$ cat src/rtl/rsp_pkg.sv
package rsp_pkg;
    localparam int NUM_PHASES = 3;
    localparam int NUM_CMP    = NUM_PHASES + 1;
    localparam int SEL_W      = $clog2(NUM_CMP);

    // Write target encoding: 0 period, 1..3 phase thresholds
    typedef enum logic [SEL_W-1:0] {
        SEL_PERIOD = 2'd0,
        SEL_PH0    = 2'd1,
        SEL_PH1    = 2'd2,
        SEL_PH2    = 2'd3
    } cfg_sel_e;

    typedef enum logic {
        ST_IDLE = 1'b0,
        ST_RUN  = 1'b1
    } tb_state_e;
endpackage

$ cat src/rtl/rsp_regbank.sv
module rsp_regbank
    import rsp_pkg::*;
#(
    parameter int W = 16
) (
    input  logic                           clk,
    input  logic                           rst_n,
    input  logic                           we,
    input  logic [SEL_W-1:0]               sel,
    input  logic [W-1:0]                   data,
    input  logic                           load,
    output logic [W-1:0]                   per_act,
    output logic [NUM_PHASES-1:0][W-1:0]   thr_act
);
    logic [NUM_CMP-1:0][W-1:0] hold_q;
    logic [NUM_CMP-1:0][W-1:0] act_q;

    for (genvar g = 0; g < NUM_CMP; g++) begin : g_cmp
        always_ff @(posedge clk or negedge rst_n) begin
            if (!rst_n) begin
                hold_q[g] <= '0;
            end else if (we && (sel == SEL_W'(g))) begin
                hold_q[g] <= data;
            end
        end

        always_ff @(posedge clk or negedge rst_n) begin
            if (!rst_n) begin
                act_q[g] <= '0;
            end else if (load) begin
                act_q[g] <= hold_q[g];
            end
        end
    end

    assign per_act = act_q[SEL_PERIOD];

    for (genvar p = 0; p < NUM_PHASES; p++) begin : g_thr
        assign thr_act[p] = act_q[p+1];
    end
endmodule

$ cat src/rtl/rsp_timebase.sv
module rsp_timebase
    import rsp_pkg::*;
#(
    parameter int W = 16
) (
    input  logic         clk,
    input  logic         rst_n,
    input  logic         en,
    input  logic [W-1:0] per,
    output logic [W-1:0] cnt,
    output logic         running,
    output logic         load
);
    tb_state_e    state_q, state_d;
    logic [W-1:0] cnt_q, cnt_d;
    logic         wrap;

    assign wrap = (cnt_q == per);

    // state register
    always_ff @(posedge clk or negedge rst_n) begin
        if (!rst_n) begin
            state_q <= ST_IDLE;
            cnt_q   <= '0;
        end else begin
            state_q <= state_d;
            cnt_q   <= cnt_d;
        end
    end

    // next state: LAUNCH, WRAP, HALT
    always_comb begin
        state_d = state_q;
        cnt_d   = '0;
        unique case (state_q)
            ST_IDLE: begin
                if (en) state_d = ST_RUN;
            end
            ST_RUN: begin
                if (!en) begin
                    state_d = ST_IDLE;
                end else if (!wrap) begin
                    cnt_d = cnt_q + 1'b1;
                end
            end
        endcase
    end

    // outputs
    always_comb begin
        running = 1'b0;
        load    = 1'b0;
        unique case (state_q)
            ST_IDLE: load = 1'b1;
            ST_RUN: begin
                running = 1'b1;
                load    = wrap;
            end
        endcase
    end

    assign cnt = cnt_q;
endmodule

$ cat src/rtl/rsp_phase.sv
module rsp_phase #(
    parameter int W = 16
) (
    input  logic [W-1:0] cnt,
    input  logic [W-1:0] thr,
    input  logic         running,
    output logic         p,
    output logic         n
);
    logic below;

    assign below = (cnt < thr);
    assign p     = running & below;
    assign n     = running & ~below;
endmodule

$ cat src/rtl/rsp_aux_counter.sv
module rsp_aux_counter #(
    parameter int W = 16
) (
    input  logic         clk,
    input  logic         rst_n,
    output logic [W-1:0] cnt
);
    always_ff @(posedge clk or negedge rst_n) begin
        if (!rst_n) cnt <= '0;
        else        cnt <= cnt + 1'b1;
    end
endmodule

$ cat src/rtl/rsync_pwm3.sv
module rsync_pwm3
    import rsp_pkg::*;
#(
    parameter int W = 16
) (
    input  logic                  clk,
    input  logic                  rst_n,
    input  logic                  run_en,
    input  logic                  cfg_we,
    input  logic [1:0]            cfg_sel,
    input  logic [W-1:0]          cfg_data,
    output logic [NUM_PHASES-1:0] pwm_p,
    output logic [NUM_PHASES-1:0] pwm_n,
    output logic [W-1:0]          base_cnt,
    output logic [W-1:0]          aux_cnt
);
    logic                         running;
    logic                         load;
    logic [W-1:0]                 per_act;
    logic [NUM_PHASES-1:0][W-1:0] thr_act;

    rsp_regbank #(.W(W)) u_regs (
        .clk     (clk),
        .rst_n   (rst_n),
        .we      (cfg_we),
        .sel     (cfg_sel),
        .data    (cfg_data),
        .load    (load),
        .per_act (per_act),
        .thr_act (thr_act)
    );

    rsp_timebase #(.W(W)) u_tbase (
        .clk     (clk),
        .rst_n   (rst_n),
        .en      (run_en),
        .per     (per_act),
        .cnt     (base_cnt),
        .running (running),
        .load    (load)
    );

    for (genvar i = 0; i < NUM_PHASES; i++) begin : g_phase
        rsp_phase #(.W(W)) u_ph (
            .cnt     (base_cnt),
            .thr     (thr_act[i]),
            .running (running),
            .p       (pwm_p[i]),
            .n       (pwm_n[i])
        );
    end

    rsp_aux_counter #(.W(W)) u_aux (
        .clk   (clk),
        .rst_n (rst_n),
        .cnt   (aux_cnt)
    );
endmodule

$ cat config.mk
export PLATFORM = sky130hd
export DESIGN_NAME = rsync_pwm3
export DESIGN_NICKNAME = d
export VERILOG_FILES = /design/src/rtl/rsp_pkg.sv /design/src/rtl/rsp_regbank.sv /design/src/rtl/rsp_timebase.sv /design/src/rtl/rsp_phase.sv /design/src/rtl/rsp_aux_counter.sv /design/src/rtl/rsync_pwm3.sv
export SDC_FILE = /design/constraint.sdc
export NUM_CORES = 1
export LEC_CHECK = 0
export CAP_MARGIN = 20
export CORE_ASPECT_RATIO = 0.7
export CORE_MARGIN = 3
export CORE_UTILIZATION = 38
export DETAILED_ROUTE_END_ITERATION = 8
export GPL_ROUTABILITY_DRIVEN = 1
export MAX_ROUTING_LAYER = met4
export SYNTH_ARGS = -nofsm -noshare
export SYNTH_HDL_FRONTEND = slang
export SYNTH_SLANG_ARGS = --single-unit
export TNS_END_PERCENT = 20
$ cat constraint.sdc
create_clock -name clk -period 3.3 [get_ports clk]
set_clock_uncertainty 0.15 [all_clocks]
set_input_delay 0.33 -clock clk [delete_from_list [all_inputs] [get_ports clk]]
set_output_delay 0.33 -clock clk [all_outputs]
set_load 0.01 [all_outputs]
==> run_results.csv, run 1 <==
group,metric,value,unit
routing,ant_nets,0,
synthesis,synth_most_common_cell,"dfrtp_1",
cells_and_area,layout.nets,730,
pwr,p_int,0.003971,W
synthesis,synthTopCellsByCount,"dfrtp_1, mux2_2, mux2_4",
routing,first_pass_iters,4,
synthesis,synth_xor_area_share,4.906,%
clock_tree,ctsLongestPathBuffers,2,
clock_tree,clkSinkCount,161,
routing,wl,17.32,mm
die,dieArea,22460,um^2
synthesis,synth-compound-area-share,3.202,%
synthesis,synth_nets,658,
pwr,pwr-share-comb,16.7,%
routing,route.vias.total,4705,
cells_and_area,n_fill_cell,1780,
synthesis,synth_area_leaders,"dfrtp_1, mux2_4, mux2_2",
clock_tree,h-tree-depth,4,
timing,max_freq,313.0,MHz
clock_tree,clkLatencyLatePin,0.43,ns
pwr,powerDensity,584.7,nW/um^2
synthesis,synth_area,7855,um^2
timing,min_period,3.195,ns
placement,numPlacedInstances,909,
timing,max_slew.worst_pin.slew,0.7503,ns
setup_path,start_kind,"flop",
clock_tree,path_clk_slew,0.07,ns
timing,drv_slew,0,
die,num_rows,43,
cells_and_area,antenna_cells,0,
cells_and_area,stdcell_count,944,
synthesis,synth_edf_count,0,
synthesis,synthCells,589,
clock_tree,cts_inserted_buffers,17,
die,start_util,39.14,%
placement,port_buffers,59,
routing,viasPerCell,4.984,
synthesis,yosysTopAreaCell,"dfrtp_1",
timing,slew_headroom,49.84,%
global_route,grt_pass1_wl,28.16,mm
synthesis,async_flop_share,100.0,%
global_route,antenna_found_initial,0,
routing,drt-initial-drc-count,275,
die,boundaryPins,60,
synthesis,avgSynthCellArea,13.34,um^2
timing,min_period_over_period,96.81,%
synthesis,synth_cell_types,35,
timing,finalHoldViolations,0,
synthesis,synth_seq_cells,161,
timing,worst_hold_slack,0.2455,ns
cells_and_area,syn2layout_area_growth,18.70,%
pwr,power.share.clock,36.9,%
setup_path,crit_path_max_fanout,8,
synthesis,yosysTopAreaCellShare,51.29,%
placement,dp_hpwl,12.25,mm
global_route,overflow,0,
global_route,grt_max_degree,115,
placement,gp_congestion,0.8925,
timing,rsz0062_at_grt,"yes",
setup_path,cp.required,2.82,ns
setup_path,end_kind,"output pin",
synthesis,synth_ff_type,"dfrtp_1",
routing,wl_per_cell,18.35,um
pwr,seqPwrFrac,46.4,%
pwr,peakVddDrop,0.3991,mV
setup_path,crit_arrival,2.71,ns
global_route,track_usage,16.87,%
synthesis,synth-warning-count,0,
min_path,hp-class,"in -> async",
synthesis,synth_top_family_by_area,"multiplexers",
flow_run,maxCapViolations,0,
die,core_area,20070,um^2
synthesis,synthAdderAreaFrac,7.486,%
setup_path,path_class,"reg -> out",
clock_tree,cts_tree,"built",
clock_tree,clock-root-buffer,"clkbuf_16",
pwr,p_leak,4.422,nW
cells_and_area,drive_gt1_share,27.60,%
pwr,switchingPower,0.001481,W
synthesis,synth_mux_area_share,21.22,%
global_route,grt_pass1_vias,4992,
synthesis,synth-seq-area-share,51.29,%
pwr,switching_share,27.16,%
routing,drc_errors,0,
status,outcome,"finished clean",
die,die_w,177.8,um
die,die_y,126.3,um
timing,setup_violations,0,
synthesis,synthSimpleGateAreaFrac,6.913,%
## power groups by stage
| stage | logic, W | registers, W | clock network (W) |
|---|---|---|---|
| detailed placement | 0.000916 | 0.00256 | 0 |
| global placement | 0.000888 | 0.00255 | 0 |
| CTS | 0.000922 | 0.00253 | 0.00207 |
| floorplan | 0.000684 | 0.00248 | 0 |
| finish | 0.000909 | 0.00253 | 0.00201 |
| global route | 0.00101 | 0.00257 | 0.00215 |
## critical path, cell delays in order (launching register included)
cell,delay [ns]
dfrtp_1,0.49
ha_1,0.37
a41o_1,0.23
a21oi_1,0.19
nor3_1,0.09
a211oi_2,0.22
and2_1,0.16
clkdlybuf4s50_1,0.53
## stage by stage
stage / setup WS [ns] / instance area [um^2] / TNS [ns] / utilization (%) / power, W
floorplan: 1.121 / 7855 / 0 / - / 0.003166
global placement: 0.4581 / 8681 / 0 / 43.26 / 0.003438
detailed placement: 0.4009 / 8681 / 0 / 43.26 / 0.003480
CTS: 0.04303 / 9303 / 0 / 46.36 / 0.005521
global route: -0.005036 / 9324 / -0.008556 / 46.46 / 0.005731
finish: 0.1054 / 9324 / 0 / 46.46 / 0.005452
## path summary, 6_finish.rpt
path / end / depth (start not counted) / slack [ns] / startpoint
max: pwm_p[1] / 7 / 0.11 / u_tbase.cnt[5]$_DFF_PN0_
min: u_regs.thr_act[1]$_DFFE_PN0P_ / 2 / 0.25 / rst_n
max reg2reg: u_regs.thr_act[12]$_DFFE_PN0P_ / 6 / 0.55 / u_tbase.cnt[14]$_DFF_PN0_
min reg2reg: u_aux.cnt[13]$_DFF_PN0_ / 1 / 0.35 / u_aux.cnt[13]$_DFF_PN0_
max in group asynchronous: u_tbase.cnt[6]$_DFF_PN0_ / 3 / 1.75 / rst_n
min in group clk: u_tbase.state_q$_DFF_PN0_ / 1 / 0.27 / run_en
## registers in the layout (all words and copies together) (netlist names)
name             flops
u_regs.hold_q       64
u_regs.thr_act      48
u_aux.cnt           16
u_regs.per_act      16
u_tbase.cnt         16
u_tbase.state_q      1
## area by class of cell
cell class / instances / area (um^2) / area share, %
Sequential cell: 161 / 4035 / 43.28
Multi-Input combinational cell: 357 / 3450 / 37.00
Timing Repair Buffer: 70 / 701.9 / 7.528
Clock buffer: 17 / 425.4 / 4.563
Tap cell: 270 / 337.8 / 3.623
Inverter: 54 / 202.7 / 2.174
Clock inverter: 15 / 171.4 / 1.838
## placed cells by master (no fill, tap or decap), drive strengths merged, types with 4 or more instances in the layout
cell type	Yosys	final
inv	54	62
clkdlybuf4s50	0	58
nor2	24	24
nor4	4	4
xor2	27	27
ha	47	47
dfrtp	161	161
nand4	16	16
xnor2	17	17
clkbuf	3	17
a21o	6	6
nor3	9	9
buf	14	11
mux2	128	128
a21oi	18	18
nand3	12	12
nand2	17	17
## routing by layer
metal / share of wire, % / vias to the layer above / GRT usage (%) / wire (um)
li1: - / 2196 / - / -
met3: 4.5 / 18 / 4.847 / 778
met2: 43 / 78 / 22.64 / 7402
met1: 51 / 2413 / 24.77 / 8879
met5: 0 / - / - / 0
met4: 1.5 / 0 / 4.569 / 258
## repair_timing
| item | CTS | global route |
|---|---|---|
| hold buffers | 1 | 0 |
| pin swaps | 0 | 1 |
| setup endpoints to repair | 3 | 3 |
| setup buffers | 0 | 2 |
| endpoints found under the hold margin | 47 | 0 |
| gates resized for setup | 3 | 5 |
## logic make-up after synthesis
logic type,count (synthesis)
AND/OR/NAND/NOR,99
buffers and inverters,71
AO/OA/AOI/OAI,39
adder cells (fa/ha/maj),47
multiplexers,128
flip-flops,161
XOR/XNOR,44
Note: power is estimated with default switching activity, not from simulation.
==> run 2, diff against run 1 <==
PLACE_DENSITY = 0.57   (was unset)
clock period = 3.1 ns   (was 3.3 ns; I/O delays follow)
==> run_results.csv, run 2 (synthesis results as in run 1) <==
group,metric,value,unit
placement,post-place-ws,0.1969,ns
cells_and_area,mostFrequentLayoutCell,"dfrtp_1",
pwr,power,0.005771,W
pwr,p_leak,4.506,nW
routing,viasPerCell,4.830,
setup_path,path_class,"reg -> out",
timing,setup_ws,0.009405,ns
clock_tree,h-tree-depth,4,
cells_and_area,antenna_cells,0,
routing,wl,17.12,mm
flow_run,maxCapViolations,0,
pwr,peakVddDrop,0.5165,mV
global_route,track_usage,16.48,%
die,core_area,20070,um^2
setup_path,cp.required,2.64,ns
setup_path,critPathMaxStageDelay,0.53,ns
die,die_w,177.8,um
setup_path,crit_path_max_fanout,7,
global_route,grt_max_degree,96,
clock_tree,clkLatencyLatePin,0.43,ns
pwr,powerDensity,611.4,nW/um^2
routing,drt-initial-drc-count,214,
routing,wl_per_cell,17.98,um
timing,max_freq,323.6,MHz
clock_tree,cts_tree,"built",
clock_tree,clock-root-buffer,"clkbuf_16",
die,num_rows,43,
global_route,grt_pass1_vias,4724,
status,outcome,"finished clean",
cells_and_area,n_fill_cell,1754,
timing,min_period,3.091,ns
timing,worst_hold_slack,0.1789,ns
global_route,antenna_found_initial,0,
timing,finalHoldViolations,0,
timing,setup_violations,0,
cells_and_area,stdcell_count,952,
routing,route.vias.total,4598,
placement,gp_congestion,0.7756,
cells_and_area,layout.nets,738,
timing,slew_headroom,59.34,%
timing,rsz0062_at_grt,"yes",
global_route,grt_pass1_wl,27.37,mm
cells_and_area,largest-register,"u_regs.hold_q",
cells_and_area,final_cell_mix,"dfrtp_1, mux2_2, mux2_4, clkdlybuf4s50_1, inv_1",
clock_tree,path_clk_slew,0.07,ns
die,die_y,126.3,um
setup_path,start_kind,"flop",
clock_tree,ctsLongestPathBuffers,2,
placement,dp_hpwl,12.07,mm
setup_path,cp_top_family,"compound AO/OA/AOI/OAI gates",
die,start_util,39.14,%
setup_path,crit_arrival,2.63,ns
setup_path,path_buf_inv,1,
placement,numPlacedInstances,916,
timing,max_slew.worst_pin.slew,0.6043,ns
placement,port_buffers,59,
routing,drc_errors,0,
min_path,hp-class,"in -> async",
cells_and_area,drive_gt1_share,29.91,%
die,boundaryPins,60,
global_route,overflow,0,
die,dieArea,22460,um^2
cells_and_area,syn2layout_area_growth,20.17,%
setup_path,cp_slowest_cell,"clkdlybuf4s50_1",
clock_tree,clkSinkCount,161,
clock_tree,cts_inserted_buffers,17,
timing,min_period_over_period,99.70,%
routing,ant_nets,0,
timing,drv_slew,0,
routing,first_pass_iters,7,
setup_path,end_kind,"output pin",
cells_and_area,largest_reg_flops,64,
setup_path,path_cells,"ha_1 > a21o_1 > a21oi_1 > o221ai_2 > a211oi_2 > and2_1 > clkdlybuf4s50_1",
## run 2: cell count changes in the layout (fill, tap and decap cells not counted), sizes merged, moves of 2 or more
cell           previous run  this run
dlymetal6s2s              0         2
clkdlybuf4s50            58        55
inv                      62        59
buf                      11        19
clkinv                    2         7
clkinvlp                  3         0
## run 2: power breakdown
group / switching [W] / internal, W
registers: 0.000219 / 0.00246
logic: 0.000414 / 0.000557
clock network: 0.000896 / 0.00122
## run 2: what timing repair did
item | in CTS | in global routing
setup buffers | 0 | 3
setup endpoints to repair | 6 | 5
hold buffers | 1 | 0
resized for setup | 10 | 12
endpoints found under the hold margin | 29 | 0
pin swaps | 3 | 4
## run 2: routing by layer
metal | vias up | part of all wire (%) | track usage, %
met3 | 15 | 3.6 | 4.219
met1 | 2328 | 53 | 24.60
met2 | 54 | 42 | 22.46
met5 | - | 0 | -
li1 | 2201 | - | -
met4 | 0 | 1.1 | 3.692
## run 2: area by class of cell
| cell class | count | area, um^2 | share of cell area, % |
|---|---|---|---|
| clock buffers | 18 | 439.2 | 4.653 |
| clock inverters | 14 | 153.9 | 1.630 |
| inverters | 54 | 202.7 | 2.147 |
| multi-input cells | 357 | 3488 | 36.96 |
| flip-flops and latches | 161 | 4039 | 42.79 |
| well taps | 270 | 337.8 | 3.579 |
| repair buffers | 78 | 778.2 | 8.245 |
## run 2: worst paths after layout
path / start / end / slack [ns] / cells after the start
max in group asynchronous: rst_n / u_tbase.cnt[5]$_DFF_PN0_ / 1.77 / 3
max reg2reg: u_tbase.cnt[13]$_DFF_PN0_ / u_regs.per_act[12]$_DFFE_PN0P_ / 0.31 / 7
max: u_tbase.cnt[13]$_DFF_PN0_ / pwm_p[2] / 0.009 / 7
min reg2reg: u_aux.cnt[15]$_DFF_PN0_ / u_aux.cnt[15]$_DFF_PN0_ / 0.32 / 1
min in group clk: run_en / u_tbase.state_q$_DFF_PN0_ / 0.24 / 1
min: rst_n / u_regs.hold_q[32]$_DFFE_PN0P_ / 0.18 / 2
## run 2: per-stage QoR
stage,utilization (%),area (um^2),setup TNS (ns)
floorplan,-,7855,0
global placement,43.58,8746,0
detailed placement,43.58,8746,0
CTS,46.77,9387,-0.1634
global route,47.04,9439,-0.2742
finish,47.04,9439,0
